## src/rtl/gpio_mask_pkg.sv

```systemverilog
package gpio_mask_pkg;

    // Decoded class of a bus offset.
    typedef enum logic [1:0] {
        ACC_UNMAPPED = 2'd0,
        ACC_DATA     = 2'd1,
        ACC_DIR      = 2'd2
    } acc_kind_e;

    // Low offset bits that select a byte within a word.
    localparam int unsigned BYTE_SEL_W = 2;

endpackage

```

## src/rtl/gpio_addr_decode.sv

```systemverilog
module gpio_addr_decode
    import gpio_mask_pkg::*;
#(
    parameter int unsigned NUM_PINS   = 8,
    parameter int unsigned ADDR_W     = 12,
    parameter logic [11:0] DIR_OFFSET = 12'h400
) (
    input  logic [ADDR_W-1:0]   addr,
    output acc_kind_e           kind,
    output logic [NUM_PINS-1:0] mask
);
    localparam int unsigned MASK_LSB = BYTE_SEL_W;
    localparam int unsigned MASK_MSB = MASK_LSB + NUM_PINS - 1;
    localparam int unsigned HI_LSB   = MASK_MSB + 1;
    localparam int unsigned HI_W     = ADDR_W - HI_LSB;

    logic             aligned;
    logic             in_window;
    logic [HI_W-1:0]  hi_bits;

    always_comb begin
        hi_bits   = addr[ADDR_W-1:HI_LSB];
        aligned   = (addr[BYTE_SEL_W-1:0] == '0);
        in_window = aligned && (hi_bits == '0);
        mask      = addr[MASK_MSB:MASK_LSB];
        if (in_window) begin
            kind = ACC_DATA;
        end else if (addr == ADDR_W'(DIR_OFFSET)) begin
            kind = ACC_DIR;
        end else begin
            kind = ACC_UNMAPPED;
        end
    end
endmodule

```

## src/rtl/gpio_pin_sync.sv

```systemverilog
module gpio_pin_sync #(
    parameter int unsigned NUM_PINS    = 8,
    parameter int unsigned SYNC_STAGES = 2
) (
    input  logic                clk,
    input  logic                rst_n,
    input  logic [NUM_PINS-1:0] pin_async,
    output logic [NUM_PINS-1:0] pin_sync
);
    logic [NUM_PINS-1:0] stage_d [SYNC_STAGES];
    logic [NUM_PINS-1:0] stage_q [SYNC_STAGES];

    always_comb begin
        stage_d[0] = pin_async;
    end

    for (genvar s = 1; s < SYNC_STAGES; s++) begin : g_stage
        always_comb begin
            stage_d[s] = stage_q[s-1];
        end
    end

    for (genvar s = 0; s < SYNC_STAGES; s++) begin : g_flop
        always_ff @(posedge clk or negedge rst_n) begin
            if (!rst_n) begin
                stage_q[s] <= '0;
            end else begin
                stage_q[s] <= stage_d[s];
            end
        end
    end

    assign pin_sync = stage_q[SYNC_STAGES-1];
endmodule

```

## src/rtl/gpio_port_regs.sv

```systemverilog
module gpio_port_regs
    import gpio_mask_pkg::*;
#(
    parameter int unsigned NUM_PINS = 8
) (
    input  logic                clk,
    input  logic                rst_n,
    input  logic                wr_en,
    input  acc_kind_e           kind,
    input  logic [NUM_PINS-1:0] mask,
    input  logic [NUM_PINS-1:0] wdata,
    output logic [NUM_PINS-1:0] dir,
    output logic [NUM_PINS-1:0] dout
);
    typedef struct packed {
        logic [NUM_PINS-1:0] dir;
        logic [NUM_PINS-1:0] dout;
    } regs_t;

    regs_t regs_d;
    regs_t regs_q;

    always_comb begin
        regs_d = regs_q;
        if (wr_en) begin
            unique case (kind)
                ACC_DATA: regs_d.dout = (regs_q.dout & ~mask) | (wdata & mask);
                ACC_DIR:  regs_d.dir  = wdata;
                default:  regs_d      = regs_q;
            endcase
        end
    end

    always_ff @(posedge clk or negedge rst_n) begin
        if (!rst_n) begin
            regs_q <= '0;
        end else begin
            regs_q <= regs_d;
        end
    end

    assign dir  = regs_q.dir;
    assign dout = regs_q.dout;
endmodule

```

## src/rtl/gpio_read_path.sv

```systemverilog
module gpio_read_path
    import gpio_mask_pkg::*;
#(
    parameter int unsigned NUM_PINS = 8
) (
    input  logic                clk,
    input  logic                rst_n,
    input  logic                rd_en,
    input  acc_kind_e           kind,
    input  logic [NUM_PINS-1:0] mask,
    input  logic [NUM_PINS-1:0] dir,
    input  logic [NUM_PINS-1:0] dout,
    input  logic [NUM_PINS-1:0] pin_sync,
    output logic [NUM_PINS-1:0] rdata
);
    typedef struct packed {
        logic [NUM_PINS-1:0] rdata;
    } rd_t;

    rd_t                 rd_d;
    rd_t                 rd_q;
    logic [NUM_PINS-1:0] level;

    always_comb begin
        level    = (dir & dout) | (~dir & pin_sync);
        rd_d     = '0;
        if (rd_en) begin
            unique case (kind)
                ACC_DATA: rd_d.rdata = level & mask;
                ACC_DIR:  rd_d.rdata = dir;
                default:  rd_d.rdata = '0;
            endcase
        end
    end

    always_ff @(posedge clk or negedge rst_n) begin
        if (!rst_n) begin
            rd_q <= '0;
        end else begin
            rd_q <= rd_d;
        end
    end

    assign rdata = rd_q.rdata;
endmodule

```

## src/rtl/gpio_mask_port.sv

```systemverilog
module gpio_mask_port
    import gpio_mask_pkg::*;
#(
    parameter int unsigned NUM_PINS    = 8,
    parameter int unsigned ADDR_W      = 12,
    parameter int unsigned SYNC_STAGES = 2,
    parameter logic [11:0] DIR_OFFSET  = 12'h400
) (
    input  logic                clk,
    input  logic                rst_n,
    input  logic                wr_en,
    input  logic                rd_en,
    input  logic [ADDR_W-1:0]   addr,
    input  logic [NUM_PINS-1:0] wdata,
    output logic [NUM_PINS-1:0] rdata,
    input  logic [NUM_PINS-1:0] pin_in,
    output logic [NUM_PINS-1:0] pin_oe,
    output logic [NUM_PINS-1:0] pin_out
);
    acc_kind_e           kind;
    logic [NUM_PINS-1:0] mask;
    logic [NUM_PINS-1:0] dir;
    logic [NUM_PINS-1:0] dout;
    logic [NUM_PINS-1:0] pin_sync;

    gpio_addr_decode #(
        .NUM_PINS   (NUM_PINS),
        .ADDR_W     (ADDR_W),
        .DIR_OFFSET (DIR_OFFSET)
    ) i_decode (
        .addr (addr),
        .kind (kind),
        .mask (mask)
    );

    gpio_pin_sync #(
        .NUM_PINS    (NUM_PINS),
        .SYNC_STAGES (SYNC_STAGES)
    ) i_sync (
        .clk       (clk),
        .rst_n     (rst_n),
        .pin_async (pin_in),
        .pin_sync  (pin_sync)
    );

    gpio_port_regs #(
        .NUM_PINS (NUM_PINS)
    ) i_regs (
        .clk   (clk),
        .rst_n (rst_n),
        .wr_en (wr_en),
        .kind  (kind),
        .mask  (mask),
        .wdata (wdata),
        .dir   (dir),
        .dout  (dout)
    );

    gpio_read_path #(
        .NUM_PINS (NUM_PINS)
    ) i_read (
        .clk      (clk),
        .rst_n    (rst_n),
        .rd_en    (rd_en),
        .kind     (kind),
        .mask     (mask),
        .dir      (dir),
        .dout     (dout),
        .pin_sync (pin_sync),
        .rdata    (rdata)
    );

    assign pin_oe  = dir;
    assign pin_out = dout;
endmodule

```

## config.mk

```make
export PLATFORM = sky130hd
export DESIGN_NAME = gpio_mask_port
export DESIGN_NICKNAME = d
export VERILOG_FILES = /design/src/rtl/gpio_mask_pkg.sv /design/src/rtl/gpio_addr_decode.sv /design/src/rtl/gpio_pin_sync.sv /design/src/rtl/gpio_port_regs.sv /design/src/rtl/gpio_read_path.sv /design/src/rtl/gpio_mask_port.sv
export SDC_FILE = /design/constraint.sdc
export NUM_CORES = 1
export LEC_CHECK = 0
export BUFFER_PORTS_ARGS = -buffer_cell sky130_fd_sc_hd__buf_4
export CAP_MARGIN = 20
export CORE_UTILIZATION = 35
export CTS_BUF_LIST = sky130_fd_sc_hd__clkbuf_2 sky130_fd_sc_hd__clkbuf_4 sky130_fd_sc_hd__clkbuf_8
export DETAILED_ROUTE_END_ITERATION = 8
export SLEW_MARGIN = 20
export SYNTH_ARGS = -nofsm -noshare
export SYNTH_HDL_FRONTEND = slang
export SYNTH_SLANG_ARGS = --single-unit
```

## constraint.sdc

```tcl
create_clock -name clk -period 1.52 [get_ports clk]
set_clock_uncertainty 0.05 [all_clocks]
set_input_delay 0.304 -clock clk [delete_from_list [all_inputs] [get_ports clk]]
set_output_delay 0.304 -clock clk [all_outputs]
set_load 0.03 [all_outputs]
```

Word-level counts from Yosys, hierarchy flattened
Index checks and enable logic that the tools add are counted.

word-level totals
  RAM bits = 0
  memories = 0
  word-level logic and storage cells = 26
  latch bits = 0
  memory bits (read-only) = 0
  output and inout port bits = 24
  input bits = 32
  flip-flop bits (word level) = 40

operators by class
  magnitude comparators = 0
  add/subtract/negate cells = 0
  reductions and logical operators = 5
  bitwise gates (word level) = 9
  divide/modulo/power cells = 0
  muxes and demuxes = 4
  multipliers = 0
  shift-type cells = 0
  equality and inequality tests = 3

operators with widths
  kind                                              number
  AND 8 bit                                         5
  NOT 8 bit                                         2
  OR 8 bit                                          2
  one-hot mux 8 bit (2 select lines)                1
  == test 12 x 11 -> 1 bit (second input constant)  1
  two-way mux 8 bit                                 1
  zero test 2 bit                                   2
  two-way mux 2 bit                                 2
  AND reduction 2 bit                               2
  == test 2 x 1 -> 1 bit (second input constant)    1
  == test 2 bit (second input constant)             1
  logical AND 1 bit                                 1

Depth between registers and ports, before layout
  depth in word-level cells = 6
  gate-level depth with buffers = 4
  gate-level depth less buffers = 3

Modules after synthesis
Synthesis repeated with hierarchy kept, for this count alone.

unflattened totals
  cells, all modules = 116
  area total of the unflattened synthesis = 1637.8 µm²

by module, submodules not included
  module            area each (µm²)  cells each  instances  seq. area each (µm²)
  gpio_port_regs    686.9            43          1          400.4
  gpio_read_path    445.4            42          1          200.2
  gpio_pin_sync     400.4            16          1          400.4
  gpio_addr_decode  105.1            15          1          0.0

Worst setup path before layout
No wires, ideal clock.

  path type = input port to flip-flop
  start = input addr[5]
  end = register i_regs.regs_q (netlist bit i_regs.dir[0])
  setup slack = -358 ps
  path buffers = 0
  cell stages on the path = 3
  arrival = 1703 ps
  data required time = 1345 ps
  setup time = 125 ps
  path through = or4_4 nor4b_4 mux2_2

between the ends
  cells in the longest elaborated chain, start to end = 5

RTL lines
  element                               line                    RTL
  from (decl)                           gpio_mask_port.sv:13    input logic [ADDR_W-1:0] addr,
  == test 12 x 11 -> 1 bit              gpio_addr_decode.sv:28  end else if (addr == ADDR_W'(DIR_OFFSET)) begin
  two-way mux 2 bit                     gpio_addr_decode.sv:28
  two-way mux 2 bit                     gpio_addr_decode.sv:26  if (in_window) begin
  == test 2 bit                         gpio_port_regs.sv:26    unique case (kind)
  AND reduction 2 bit (no source line)  n/a
  to (signal assigned)                  gpio_port_regs.sv:38    regs_q <= regs_d;
  to (decl)                             gpio_port_regs.sv:21    regs_t regs_q;

No other way between the ends.
A chain may end at the register's enable or synchronous reset.

Worst setup path in the final report
  start = input addr[2]
  end = register i_regs.regs_q (netlist bit i_regs.dir[2])

The elaborated chain is that of the path after synthesis.

==> metrics.md <==
| Metric | Value |
|---|---|
| WL/cell | `15.8 µm` |
| I/O pins | `56` |
| Hpwl dp | `2570 µm` |
| Max_cap viols | `0` |
| Max transition margin | `66.4%` |
| Drt total wl | `3680 µm` |
| CP required | `1.65 ns` |
| Pre-antenna DRT Iters | `3` |
| Minimum clock period after layout | `1.62 ns` |
| Core area | `0.00435 mm²` |
| Setup slack after placement | `-0.444 ns` |
| Drt drc | `0` |
| Root Driver | `clkbuf_8` |
| Status | `finished with violations` |
| Syn nets | `140` |
| Fin cells | `233` |
| Final Hold Fails | `0` |
| Synth cell types | `21` |
| Initial core utilization | `36.4%` |
| Fillers | `391` |
| CP startpoint kind | `input pin` |
| Initial DRC Count | `48` |
| Port-buffer cells | `55` |
| Crit path capture type | `flip-flop` |
| Row cnt | `24` |
| #FFs+latches synth | `40` |
| Period Utilization, post-route | `106%` |
| Unrepaired setup endpoints after global routing | `true` |
| Initial antenna violation count | `0` |
| Worst-Margin Slew | `0.504 ns` |
| Cell Area, Synth | `0.00159 mm²` |
| Vias in the first global route | `1283` |
| Ys Warns | `0` |
| Htree depth | `2` |
| Area Overhead vs Synth | `48.6%` |
| Die area | `0.00481 mm²` |
| Mean post-synth cell area | `14.7 µm²` |
| Final setup viols | `8` |
| Violated checks | `setup timing` |
| Dpl cells | `225` |
| Power Density | `1080 mW/mm²` |
| Commonest non-fill, non-tap cell in the layout | `buf_4` |
| Gr ovfl total | `0` |
| Worst hold-check path type | `in2reg` |
| Most frequent cells in the layout | `buf_4, dfrtp_1, mux2_2, nand3b_1, mux2_4` |
| Critical path peak fanout | `6` |
| Mapped Cells | `108` |
| Slew Viols, Final | `0` |
| Layout cells sized above 1 | `55.8%` |
| Die Wd | `69.3 µm` |
| Pin count of the biggest net entering global routing | `41` |
| Critical path class | `in2reg` |
| Clock buffer depth | `2` |
| GR Util All Layers | `17.2%` |
| Die Ht | `69.3 µm` |
| Global-route wire length before repair | `6240 µm` |
| Peak supply drop | `0.000417 V` |
| CTS tree | `built` |
| CTS Buf Count | `5` |
| Post-CTS setup buffers | `0` |
| Via/cell ratio | `4.88` |
| Final net count | `213` |
| Final Wtd Congestion | `0.787` |
| Leakage | `1.17 nW` |
| Via count | `1136` |
| CTS clk-pin slew, worst paths | `0.08 ns` |
| Worst skew pair latency | `0.29 ns` |
| Sequential-to-total area share from yosys stat | `63.1%` |
| # diodes | `0` |
| CTS sink cnt | `40` |
| F_max | `618 MHz` |
| Fin area | `0.00236 mm²` |
| CP arrival | `1.74 ns` |
| Placed cell area | `0.00216 mm²` |
| Total power | `2.54 mW` |
| Final ANT Viol Nets | `0` |
| Final worst setup slack | `-0.0978 ns` |
## per-stage QoR
| stage | setup TNS (ns) | hold WS [ns] | utilization (%) |
|---|---|---|---|
| floorplan | -3.09 | -0.0416 | - |
| global placement | -5.20 | 0.256 | 49.7 |
| detailed placement | -5.34 | 0.260 | 49.7 |
| CTS | -0.663 | 0.0514 | 53.9 |
| global route | -0.734 | 0.0412 | 54.1 |
| finish | -0.700 | 0.0635 | 54.1 |
## layout make-up
class | count | area (µm²) | share of cell area [%]
timing repair buffer | 68 | 536 | 22.7
tap | 52 | 65.1 | 2.76
clock inverter | 2 | 60.1 | 2.55
multi-input combinational | 63 | 616 | 26.1
clock buffer | 5 | 68.8 | 2.92
sequential | 40 | 1000 | 42.5
inverter | 3 | 11.3 | 0.478
## power by group
group / switching (mW) / internal (mW)
clock: 0.367 / 0.646
sequential: 0.0397 / 1.13
combinational: 0.189 / 0.169
## critical path, cell delays in order
cell,delay (ns)
buf_6,0.10
or4_4,0.55
nor4b_4,0.30
buf_6,0.19
mux2_4,0.30
## synth_stat cells
cell       instances  area [µm²]
mux2_2            18         203
or4b_2             1        10.0
a221o_1            1        10.0
nor4b_4            2        47.6
nor3_1             5        25.0
nor4_4             1        21.3
nand2_1            4        15.0
or4_4              1        11.3
nand3b_1          10        75.1
a32o_1             2        20.0
a21o_1             3        22.5
nand3_1            2        10.0
clkbuf_1           2        7.51
a2111oi_0          3        26.3
a211o_1            2        17.5
nand2b_1           4        25.0
dfrtp_1           40        1000
nor2_1             2        7.51
inv_1              3        11.3
nor2b_1            1        6.26
or4b_4             1        13.8
## path summary, 6_finish.rpt
path	from	to	slack, ns	cells after the start
hold reg to reg	i_sync.stage_d[0]$_DFF_PN0_	i_sync.pin_sync[0]$_DFF_PN0_	0.30	0
setup reg to reg	i_regs.dir[5]$_DFFE_PN0P_	i_read.rdata[5]$_DFF_PN0_	0.32	3
setup / recovery	addr[2]	i_regs.dir[2]$_DFFE_PN0P_	-0.1	5
min in group asynchronous	rst_n	i_read.rdata[4]$_DFF_PN0_	0.48	2
hold / removal	pin_in[3]	i_sync.stage_d[3]$_DFF_PN0_	0.06	1
max in group asynchronous	rst_n	async pin	0.60	2
## what timing repair did
item                       in CTS  in global routing
hold buffers                    1                  0
hold endpoints to repair       40                  0
pin swaps                       2                  4
setup endpoints to repair       8                 10
gates resized for setup        11                  4
gates cloned                    0                  0
## cells by family after synthesis
group,share of synthesized area (%)
buffers and inverters,1.18
DFF,63.1
and+or+nand+nor,16.9
muxes,12.8
AOI/OAI and AO/OA,6.07
## per-layer routing
| layer | vias to the layer above | GRT usage, % | share of wire (%) |
|---|---|---|---|
| met5 | - | 0 | 0 |
| met4 | 0 | 9.75 | 2.6 |
| met3 | 10 | 5.23 | 4.1 |
| met2 | 39 | 26.1 | 47 |
| met1 | 548 | 21.8 | 46 |
| li1 | 539 | - | - |
No activity file was read; power rests on OpenSTA's default activity.
